## config.mk

```make
export PLATFORM = sky130hd
export DESIGN_NAME = bjn_unit
export DESIGN_NICKNAME = d
export VERILOG_FILES = /design/src/rtl/bjn_pkg.sv /design/src/rtl/bjn_decode.sv /design/src/rtl/bjn_cond.sv /design/src/rtl/bjn_target.sv /design/src/rtl/bjn_unit.sv
export SDC_FILE = /design/constraint.sdc
export NUM_CORES = 1
export LEC_CHECK = 0
export BUFFER_PORTS_ARGS = -buffer_cell sky130_fd_sc_hd__buf_2
export CAP_MARGIN = 20
export CORE_UTILIZATION = 31
export DETAILED_ROUTE_END_ITERATION = 16
export PLACE_DENSITY = 0.57
export SYNTH_ARGS = -nofsm -noshare
export SYNTH_HDL_FRONTEND = slang
export SYNTH_SLANG_ARGS = --single-unit
export TNS_END_PERCENT = 5
```

## constraint.sdc

```tcl
create_clock -name vclk -period 9.8
set_input_delay 0 -clock vclk [all_inputs]
set_output_delay 0 -clock vclk [all_outputs]
set_load 0.03 [all_outputs]
```

## src/rtl/bjn_pkg.sv

```systemverilog
package bjn_pkg;
  localparam logic [5:0] OPC_BRZ   = 6'b010000;
  localparam logic [5:0] OPC_BRNZ  = 6'b010001;
  localparam logic [5:0] OPC_JREL  = 6'b001100;
  localparam logic [5:0] OPC_JRELL = 6'b001101;
  localparam logic [5:0] OPC_JREG  = 6'b001110;
  localparam logic [5:0] OPC_JREGL = 6'b001111;

  typedef struct packed {
    logic br;       // conditional branch
    logic br_nz;    // branch wants nonzero
    logic jrel;     // pc-relative jump
    logic jreg;     // register jump
    logic link;     // save return address
  } ctl_cls_t;
endpackage

```

## src/rtl/bjn_decode.sv

```systemverilog
module bjn_decode
  import bjn_pkg::*;
#(
  parameter int OPW = 6
) (
  input  logic [OPW-1:0] op_i,
  output ctl_cls_t       cls_o
);
  always_comb begin
    cls_o = '0;
    unique case (6'(op_i))
      OPC_BRZ:   cls_o.br = 1'b1;
      OPC_BRNZ:  begin cls_o.br = 1'b1; cls_o.br_nz = 1'b1; end
      OPC_JREL:  cls_o.jrel = 1'b1;
      OPC_JRELL: begin cls_o.jrel = 1'b1; cls_o.link = 1'b1; end
      OPC_JREG:  cls_o.jreg = 1'b1;
      OPC_JREGL: begin cls_o.jreg = 1'b1; cls_o.link = 1'b1; end
      default:   cls_o = '0;
    endcase
  end
endmodule

```

## src/rtl/bjn_cond.sv

```systemverilog
module bjn_cond #(
  parameter int XLEN = 32
) (
  input  logic [XLEN-1:0] val_i,
  input  logic            br_i,
  input  logic            br_nz_i,
  output logic            is_zero_o,
  output logic            cond_met_o
);
  assign is_zero_o  = (val_i == '0);
  assign cond_met_o = br_i & (br_nz_i ? ~is_zero_o : is_zero_o);
endmodule

```

## src/rtl/bjn_target.sv

```systemverilog
module bjn_target
  import bjn_pkg::*;
#(
  parameter int XLEN   = 32,
  parameter int BOFF_W = 16,
  parameter int JOFF_W = 26,
  parameter int STEP   = 4
) (
  input  logic [XLEN-1:0] pc_i,
  input  logic [XLEN-1:0] instr_i,
  input  logic [XLEN-1:0] reg_i,
  input  ctl_cls_t        cls_i,
  input  logic            cond_met_i,
  output logic [XLEN-1:0] seq_pc_o,
  output logic [XLEN-1:0] next_pc_o,
  output logic            taken_o
);
  localparam logic [XLEN-1:0] STEP_V = XLEN'(STEP);

  function automatic logic [XLEN-1:0] sx_br(input logic [BOFF_W-1:0] f);
    return {{(XLEN-BOFF_W){f[BOFF_W-1]}}, f};
  endfunction

  function automatic logic [XLEN-1:0] sx_jmp(input logic [JOFF_W-1:0] f);
    return {{(XLEN-JOFF_W){f[JOFF_W-1]}}, f};
  endfunction

  logic [XLEN-1:0] br_tgt, jrel_tgt;

  assign seq_pc_o = pc_i + STEP_V;
  assign br_tgt   = seq_pc_o + sx_br(instr_i[BOFF_W-1:0]);
  assign jrel_tgt = seq_pc_o + sx_jmp(instr_i[JOFF_W-1:0]);

  always_comb begin
    next_pc_o = seq_pc_o;
    taken_o   = 1'b0;
    if (cls_i.jreg) begin
      next_pc_o = reg_i;
      taken_o   = 1'b1;
    end else if (cls_i.jrel) begin
      next_pc_o = jrel_tgt;
      taken_o   = 1'b1;
    end else if (cond_met_i) begin
      next_pc_o = br_tgt;
      taken_o   = 1'b1;
    end
  end
endmodule

```

## src/rtl/bjn_unit.sv

```systemverilog
module bjn_unit
  import bjn_pkg::*;
#(
  parameter int XLEN   = 32,
  parameter int OPW    = 6,
  parameter int BOFF_W = 16,
  parameter int JOFF_W = 26
) (
  input  logic [XLEN-1:0] pc_i,
  input  logic [XLEN-1:0] instr_i,
  input  logic [XLEN-1:0] rs_val_i,
  output logic [XLEN-1:0] next_pc_o,
  output logic            taken_o,
  output logic            link_we_o,
  output logic [XLEN-1:0] link_val_o
);
  localparam int OP_LSB = XLEN - OPW;

  ctl_cls_t        cls;
  logic            is_zero;
  logic            cond_met;
  logic [XLEN-1:0] seq_pc;

  bjn_decode #(.OPW(OPW)) u_dec (
    .op_i  (instr_i[XLEN-1:OP_LSB]),
    .cls_o (cls)
  );

  bjn_cond #(.XLEN(XLEN)) u_cond (
    .val_i      (rs_val_i),
    .br_i       (cls.br),
    .br_nz_i    (cls.br_nz),
    .is_zero_o  (is_zero),
    .cond_met_o (cond_met)
  );

  bjn_target #(.XLEN(XLEN), .BOFF_W(BOFF_W), .JOFF_W(JOFF_W), .STEP(4)) u_tgt (
    .pc_i       (pc_i),
    .instr_i    (instr_i),
    .reg_i      (rs_val_i),
    .cls_i      (cls),
    .cond_met_i (cond_met),
    .seq_pc_o   (seq_pc),
    .next_pc_o  (next_pc_o),
    .taken_o    (taken_o)
  );

  assign link_we_o  = cls.link;
  assign link_val_o = seq_pc;
endmodule

```

==> out/results.tsv, run 1 <==
stage	metric	value	unit
power	seqPwrFrac	0	%
yosys	synth_common_cells	sky130_fd_sc_hd__nor2_1, sky130_fd_sc_hd__a21oi_1, sky130_fd_sc_hd__ha_1	
die	core.rowCount	41	
final_layout	areaGrowthSynthToFinish	23.5	%
job	drv.max_cap_violation_count	0	
route	drc_errors	0	
setup_path	critPathArrivalTime	4.41	ns
timing	setup-tns-final	0	ns
yosys	synth_area_leaders	sky130_fd_sc_hd__ha_1, sky130_fd_sc_hd__xnor2_1, sky130_fd_sc_hd__a21oi_1, sky130_fd_sc_hd__nor2_1, sky130_fd_sc_hd__a21o_1	
place	dp_hpwl	12.6	mm
timing	worst_slew_pin_slew	0.698	ns
setup_path	slowest_delay	0.45	ns
setup_path	critical_path_peak_fanout	5	
die	die_w	117	um
min_path	start_point_of_the_worst_hold_path	pc_i[0]	
route	routed_wl	15.0	mm
timing	timing_max_transition_violations_final	0	
final_layout	clock_buffers	0	
grt	grt_start_max_net_pins	52	
yosys	seq_area_frac_synth	0	%
route	post_drt_wl_per_cell	16.4	um
place	numPortBuffers	162	
yosys	yosys_warnings	0	
power	netSwitchingPower	200	uW
grt	number_of_antenna_violations_at_the_first_check_in_global_routing	0	
timing	finalHoldViolations	0	
setup_path	crit_slowest_cell	sky130_fd_sc_hd__xor2_1	
setup_path	critPathCaptureType	output port	
grt	grt_pass1_vias	4493	
die	die-area	0.0136	mm^2
status	outcome	complete, no violations	
min_path	min_delay_worst_endpoint	link_val_o[0]	
route	drt_pass1_iterations	5	
die	chipHeight	117	um
timing	min_period_over_period	45.0	%
yosys	synth.top_cell.area_share	15.7	%
yosys	syn_area_per_cell	6.77	um^2
yosys	post_synth_inst_count	602	
power	vdd.ir_drop.worst	0.0268	mV
yosys	netlist-cell-type-count	65	
clock_tree	cts-resized-gates	0	
grt	grt_overflow	0	
place	dp.cells	914	
setup_path	setup.worst_path.start_class	input pin	
clock_tree	post_cts.repair.setup_buffers	0	
min_path	hold_path_class	in2out	
yosys	synth_top_cell_by_area	sky130_fd_sc_hd__ha_1	
route	initialDrtViolationCount	257	
clock_tree	postCtsHoldBufs	0	
die	core_area	0.0127	mm^2
power	internal_power_component	125	uW
final_layout	post_layout_nonfiller_instances	914	
final_layout	layout.nets	892	
timing	finalCriticalPeriod	4.41	ns
power	power.clock.fraction	0	%
timing	slew-limit-headroom	53.0	%
die	ios	162	
yosys	post_synth_instance_area	0.00408	mm^2
grt	grt_first_pass_wirelength	23.0	mm
setup_path	criticalPathCategory	in2out	
power	netSwitchingFraction	61.5	%
power	powerDensity	64.5	mW/mm^2
timing	fmax	0.227	GHz
power	power_frac_comb	100.0	%
place	place_congestion	0.928	
final_layout	share_of_cells_above_drive_strength_1	25.1	%
grt	grt_use_total	21.2	%
yosys	synthMostInstantiatedCell	sky130_fd_sc_hd__nor2_1	
route	num_vias	5051	
route	viasPerCell	5.53	
setup_path	timing.critical_path.cells	buf_2, and4_1, nand3_2, or2_1, nor2_1, and4_1, xor2_1, ha_1, a21o_1, a21o_1, a21oi_1, o21bai_1, a211oi_1, nor3_1, a21oi_1, mux2_2, a211oi_1, buf_2	
final_layout	sequential_cell_area	0	um^2
final_layout	num_antenna_cells	0	
power	p_leak	0.00231	uW
timing	grt_setup_unrepaired	no	
timing	finalSetupViolations	0	
die	initial_utilization	32.0	%
yosys	synthesis.nets	750	
setup_path	cp.required	9.80	ns
min_path	min_path_cells	2	
route	route.antenna.remaining_nets	0	
final_layout	nFlopsAndLatches	0	
## critical path: cells and delay by family
family                     cells  cell delay (ns)
xor gates and xnor gates       1             0.45
AOI/OAI and AO/OA              7             1.49
adders and majority gates      1             0.36
muxes                          1             0.35
and+or+nand+nor                6             1.38
buffers and inverters          2             0.38
## layer usage
metal  up-vias  global-route usage (%)  part of all wire, %
li1       2526                       -                    -
met1      2332                    30.1                   47
met2       179                    36.4                   46
met3        14                   0.727                  5.3
met4         0                    2.70                  1.4
met5         -                       0                    0
## power groups by stage
stage | combinational, uW | sequential [uW] | clock (uW)
after global placement | 319 | 0 | 0
after global routing | 355 | 0 | 0
after detailed placement | 321 | 0 | 0
after CTS | 323 | 0 | 0
final | 325 | 0 | 0
after floorplan | 232 | 0 | 0
## stage by stage
stage               area [um^2]  worst slack [ns]  utilization (%)  power (uW)  hold slack, ns
floorplan                  4080              5.59                -         232           0.120
global placement           5030              5.58             39.6         319           0.280
detailed placement         5030              5.48             39.6         321           0.282
CTS                        5030              5.45             39.6         323           0.282
global route               5030              5.06             39.6         355           0.298
finish                     5030              5.39             39.6         325           0.282
## worst max-delay path by stage
stage	slack (ns)	cells after the start	end	from
finish	5.39	18	next_pc_o[30]	pc_i[2]
global route	5.06	18	next_pc_o[30]	pc_i[2]
CTS	5.45	18	next_pc_o[30]	pc_i[2]
detailed placement	5.48	18	next_pc_o[30]	pc_i[2]
global placement	5.58	18	next_pc_o[26]	pc_i[2]
floorplan	5.59	17	next_pc_o[30]	pc_i[2]
## cells by family after synthesis
family / count (synthesis) / synth area share, %
AO/OA/AOI/OAI: 211 / 35.8
XOR/XNOR: 65 / 14.0
adder cells (fa/ha/maj): 52 / 16.1
buffers and inverters: 48 / 4.67
multiplexers: 15 / 3.74
AND/OR/NAND/NOR: 211 / 25.7
## placed cells by master, fill, tap and decap left out, drive strengths merged, types with 6 or more instances in the layout
cell	synthesis	layout
buf	6	166
and4	7	7
and3	6	6
a211oi	23	23
nor2	63	63
inv	21	21
mux2i	13	13
xor2	20	20
nor4	9	9
o21bai	12	12
nand4	13	13
a31oi	11	11
a21oi	63	63
a21o	27	27
ha	51	51
nand3	20	20
o21ai	36	36
nand2	49	49
nor2b	6	6
o21a	7	7
nand2b	9	9
nor3	11	11
xnor2	45	45
## area by class of cell
type / count / area [um^2]
inverters: 22 / 82.6
fillers: 1441 / 7690
repair buffers: 166 / 841
well taps: 172 / 215
multi-input cells: 554 / 3890
(Power assumes the default switching activity.)
==> run 2: changes to the inputs <==
clock period = 4.1 ns   (was 9.8 ns; I/O delays follow)
==> out/results.tsv, run 2 (synthesis gave the netlist of run 1 again) <==
stage	metric	value	unit
status	outcome	complete, no violations	
route	post_drt_wl_per_cell	16.5	um
setup_path	criticalPathCategory	in2out	
grt	grt_overflow	0	
setup_path	critPathCaptureType	output port	
final_layout	layout.nets	910	
route	met1Wirelength	7.33	mm
timing	slew-limit-headroom	56.9	%
final_layout	layout_common_cells	sky130_fd_sc_hd__buf_2, sky130_fd_sc_hd__a21oi_1, sky130_fd_sc_hd__nor2_1, sky130_fd_sc_hd__ha_1, sky130_fd_sc_hd__nand2_1	
timing	min_period_over_period	94.1	%
die	ios	162	
route	top_layer_used	met4	
min_path	hold_path_class	in2out	
route	initialDrtViolationCount	301	
place	place_congestion	1.01	
setup_path	setup.worst_path.start_class	input pin	
final_layout	areaGrowthSynthToFinish	27.6	%
die	chipHeight	117	um
final_layout	clock_buffers	0	
final_layout	layout.cells.most_common	sky130_fd_sc_hd__buf_2	
setup_path	cp.required	4.10	ns
route	routed_wl	15.4	mm
clock_tree	post_cts.repair.setup_buffers	0	
final_layout	nFlopsAndLatches	0	
grt	number_of_antenna_violations_at_the_first_check_in_global_routing	1	
final_layout	sequential_cell_area	0	um^2
die	die-area	0.0136	mm^2
die	core_area	0.0127	mm^2
route	num_vias	5137	
timing	fmax	0.259	GHz
die	die_w	117	um
job	drv.max_cap_violation_count	0	
route	route.met2.wl	7.00	mm
timing	timing_max_transition_violations_final	0	
setup_path	critPathArrivalTime	3.86	ns
clock_tree	postCtsHoldBufs	0	
route	drt_pass1_iterations	4	
grt	grt_start_max_net_pins	51	
final_layout	share_of_cells_above_drive_strength_1	27.6	%
die	core.rowCount	41	
die	initial_utilization	32.0	%
power	p_leak	0.00240	uW
timing	finalHoldViolations	0	
grt	grt_use_total	21.8	%
route	viasPerCell	5.51	
timing	timing.hold.ws	0.286	ns
grt	grt_pass1_vias	4732	
timing	worst_slew_pin_slew	0.640	ns
place	numPortBuffers	162	
timing	grt_setup_unrepaired	no	
timing	finalSetupViolations	0	
timing	finalCriticalPeriod	3.86	ns
power	powerDensity	154	mW/mm^2
grt	grt_first_pass_wirelength	23.6	mm
final_layout	final_cell_area	0.00520	mm^2
power	vdd.ir_drop.worst	0.0583	mV
place	dp_hpwl	13.0	mm
route	drc_errors	0	
route	route.antenna.remaining_nets	0	
route	wl_met3	682	um
setup_path	critical_path_peak_fanout	5	
place	placed_cell_area	0.00517	mm^2
[run 2: changes by cell type in the layout (fill, tap and decap cells not counted), sizes merged]
cell,change
diode,+1
buf,+18
[run 2: worst paths after layout]
path,startpoint,to,slack [ns],cells after the start
worst min-delay path,pc_i[0],link_val_o[0],0.29,2
worst max-delay path,pc_i[6],next_pc_o[31],0.24,19
[run 2: report_power, final]
group | switching [uW] | total [uW] | leakage [uW] | internal [uW]
registers | 0 | 0 | 0 | 0
clock network | 0 | 0.0000326 | 0.00000000634 | 0.0000326
logic | 486 | 800 | 0.00240 | 314
total | 486 | 800 | 0.00240 | 314
[run 2: through the flow]
step	util [%]	total power (uW)	std cells	setup WS [ns]	setup TNS [ns]
after detailed placement	40.7	787	932	-0.0243	-0.0243
final	40.9	800	933	0.243	0
after global routing	40.9	869	933	0.00223	0
after CTS	40.7	793	932	0.0876	0
after floorplan	-	555	602	0.125	0
after global placement	40.7	783	932	0.131	0
[run 2: critical path, stage by stage]
cell and delay, ns:
sky130_fd_sc_hd__buf_2 0.13, sky130_fd_sc_hd__and4_1 0.24, sky130_fd_sc_hd__and4_1 0.25, sky130_fd_sc_hd__and2_1 0.21
sky130_fd_sc_hd__nor2b_4 0.23, sky130_fd_sc_hd__nand2b_1 0.18, sky130_fd_sc_hd__nor2_1 0.20, sky130_fd_sc_hd__xor2_2 0.24
sky130_fd_sc_hd__ha_1 0.32, sky130_fd_sc_hd__a21o_1 0.20, sky130_fd_sc_hd__a21oi_1 0.19, sky130_fd_sc_hd__o21ai_0 0.14
sky130_fd_sc_hd__and4_1 0.19, sky130_fd_sc_hd__o21ai_0 0.20, sky130_fd_sc_hd__o311ai_2 0.20, sky130_fd_sc_hd__o31ai_4 0.21
sky130_fd_sc_hd__xnor2_1 0.11, sky130_fd_sc_hd__a211oi_2 0.20, sky130_fd_sc_hd__buf_2 0.22
[run 2: layout make-up]
cell class / instances / area [um^2]
Inverter: 22 / 82.6
Timing Repair Buffer: 184 / 976
Tap cell: 172 / 215
Fill cell: 1445 / 7520
Multi-Input combinational cell: 554 / 3930
Antenna cell: 1 / 2.50
[run 2: repair_timing]
item / CTS / global route
pin swaps: 0 / 1
resized for setup: 1 / 6
endpoints found under the setup margin: 2 / 7
gates cloned: 0 / 0
[run 2: layer usage]
layer / vias to the layer above / track usage [%]
met5: - / 0
met4: 0 / 5.15
met3: 26 / 0.986
li1: 2563 / -
met1: 2386 / 30.0
met2: 162 / 37.5
==> run 3: changes to the inputs <==
clock period = 4.4 ns   (was 4.1 ns; I/O delays follow)
==> out/results.tsv, run 3 (synthesis gave the netlist of run 1 again) <==
stage	metric	value	unit
route	route.antenna.remaining_nets	0	
die	die_w	117	um
die	die-area	0.0136	mm^2
timing	slew-limit-headroom	51.6	%
final_layout	sequential_cell_area	0	um^2
power	p_leak	0.00235	uW
final_layout	clock_buffers	0	
die	core.rowCount	41	
clock_tree	postCtsHoldBufs	0	
timing	min_period_over_period	92.0	%
min_path	hold_path_class	in2out	
setup_path	critical_path_peak_fanout	7	
setup_path	critical_path.endpoint	next_pc_o[30]	
timing	grt_setup_unrepaired	no	
place	place_congestion	0.919	
final_layout	num_antenna_cells	0	
route	initialDrtViolationCount	271	
place	placed_cell_area	0.00508	mm^2
final_layout	final_cell_area	0.00509	mm^2
timing	timing_max_transition_violations_final	0	
setup_path	criticalPathCategory	in2out	
final_layout	nFlopsAndLatches	0	
status	outcome	complete, no violations	
timing	finalCriticalPeriod	4.05	ns
setup_path	cp.required	4.40	ns
timing	worst_slew_pin_slew	0.719	ns
route	num_vias	5043	
final_layout	share_of_cells_above_drive_strength_1	26.0	%
place	numPortBuffers	162	
final_layout	layout.nets	899	
final_layout	layout_common_cells	sky130_fd_sc_hd__buf_2, sky130_fd_sc_hd__nor2_1, sky130_fd_sc_hd__a21oi_1, sky130_fd_sc_hd__ha_1, sky130_fd_sc_hd__nand2_1	
grt	grt_start_max_net_pins	51	
place	dp_hpwl	12.8	mm
route	post_drt_wl_per_cell	16.5	um
grt	grt_pass1_vias	4663	
route	drt_pass1_iterations	5	
setup_path	critPathArrivalTime	4.05	ns
die	initial_utilization	32.0	%
route	routed_wl	15.2	mm
grt	grt_use_total	21.5	%
final_layout	areaGrowthSynthToFinish	25.0	%
route	drc_errors	0	
clock_tree	cts-resized-gates	0	
setup_path	critPathCaptureType	output port	
setup_path	setup.worst_path.start_class	input pin	
power	vdd.ir_drop.worst	0.0665	mV
die	chipHeight	117	um
clock_tree	post_cts.repair.setup_buffers	0	
timing	setup-tns-final	0	ns
grt	number_of_antenna_violations_at_the_first_check_in_global_routing	0	
route	viasPerCell	5.48	
die	core_area	0.0127	mm^2
grt	grt_first_pass_wirelength	23.5	mm
die	ios	162	
job	drv.max_cap_violation_count	0	
timing	fmax	0.247	GHz
final_layout	layout.cells.most_common	sky130_fd_sc_hd__buf_2	
grt	grt_overflow	0	
power	powerDensity	143	mW/mm^2
setup_path	crit_start	pc_i[6]	
timing	finalSetupViolations	0	
timing	finalHoldViolations	0	
run 3: how the worst min path moves through the flow:
| stage | start | endpoint | slack, ns | depth (start not counted) |
|---|---|---|---|---|
| 4_1_cts | pc_i[0] | link_val_o[0] | 0.28 | 2 |
| 3_5_place_dp | pc_i[0] | link_val_o[0] | 0.28 | 2 |
| 2_1_floorplan | pc_i[2] | link_val_o[2] | 0.12 | 1 |
| 3_3_place_gp | pc_i[0] | link_val_o[0] | 0.28 | 2 |
| 6_report | pc_i[0] | link_val_o[0] | 0.28 | 2 |
| 5_1_grt | pc_i[0] | link_val_o[0] | 0.30 | 2 |
run 3: area by class of cell:
type	count	area (um^2)
Fill cell	1416	7630
Multi-Input combinational cell	554	3900
Timing Repair Buffer	173	893
Tap cell	172	215
Inverter	22	82.6
run 3: metal layers:
| metal | global-route usage, % | wire length, um |
|---|---|---|
| met5 | 0 | 0 |
| met1 | 29.6 | 7130 |
| met3 | 0.415 | 631 |
| met4 | 1.60 | 110 |
| met2 | 39.0 | 7290 |
run 3: per-stage QoR:
step | total power [uW] | utilization [%] | std cells | setup slack, ns | hold slack [ns]
2_1_floorplan | 516 | - | 602 | 0.187 | 0.120
3_3_place_gp | 715 | 40.0 | 921 | 0.399 | 0.280
3_5_place_dp | 721 | 40.0 | 921 | 0.257 | 0.284
4_1_cts | 726 | 40.0 | 921 | 0.233 | 0.284
5_1_grt | 796 | 40.0 | 921 | 0.0589 | 0.298
6_report | 728 | 40.0 | 921 | 0.353 | 0.283
run 3: critical path, cell delays in order:
cell,delay (ns)
sky130_fd_sc_hd__buf_2,0.12
sky130_fd_sc_hd__and4_1,0.24
sky130_fd_sc_hd__and4_1,0.26
sky130_fd_sc_hd__and2_1,0.22
sky130_fd_sc_hd__nor2b_2,0.27
sky130_fd_sc_hd__nand2b_1,0.21
sky130_fd_sc_hd__nor3_1,0.23
sky130_fd_sc_hd__xnor2_1,0.17
sky130_fd_sc_hd__inv_1,0.11
sky130_fd_sc_hd__ha_1,0.38
sky130_fd_sc_hd__a21o_1,0.19
sky130_fd_sc_hd__a21oi_1,0.17
sky130_fd_sc_hd__o21bai_1,0.10
sky130_fd_sc_hd__a211oi_1,0.33
sky130_fd_sc_hd__nor3_1,0.09
sky130_fd_sc_hd__a21oi_1,0.14
sky130_fd_sc_hd__mux2_2,0.35
sky130_fd_sc_hd__a211oi_1,0.22
sky130_fd_sc_hd__buf_2,0.23
run 3: where the power goes:
part | total (uW) | switching [uW] | internal [uW]
logic | 728 | 446 | 282
registers | 0 | 0 | 0
clock network | 0 | 0 | 0
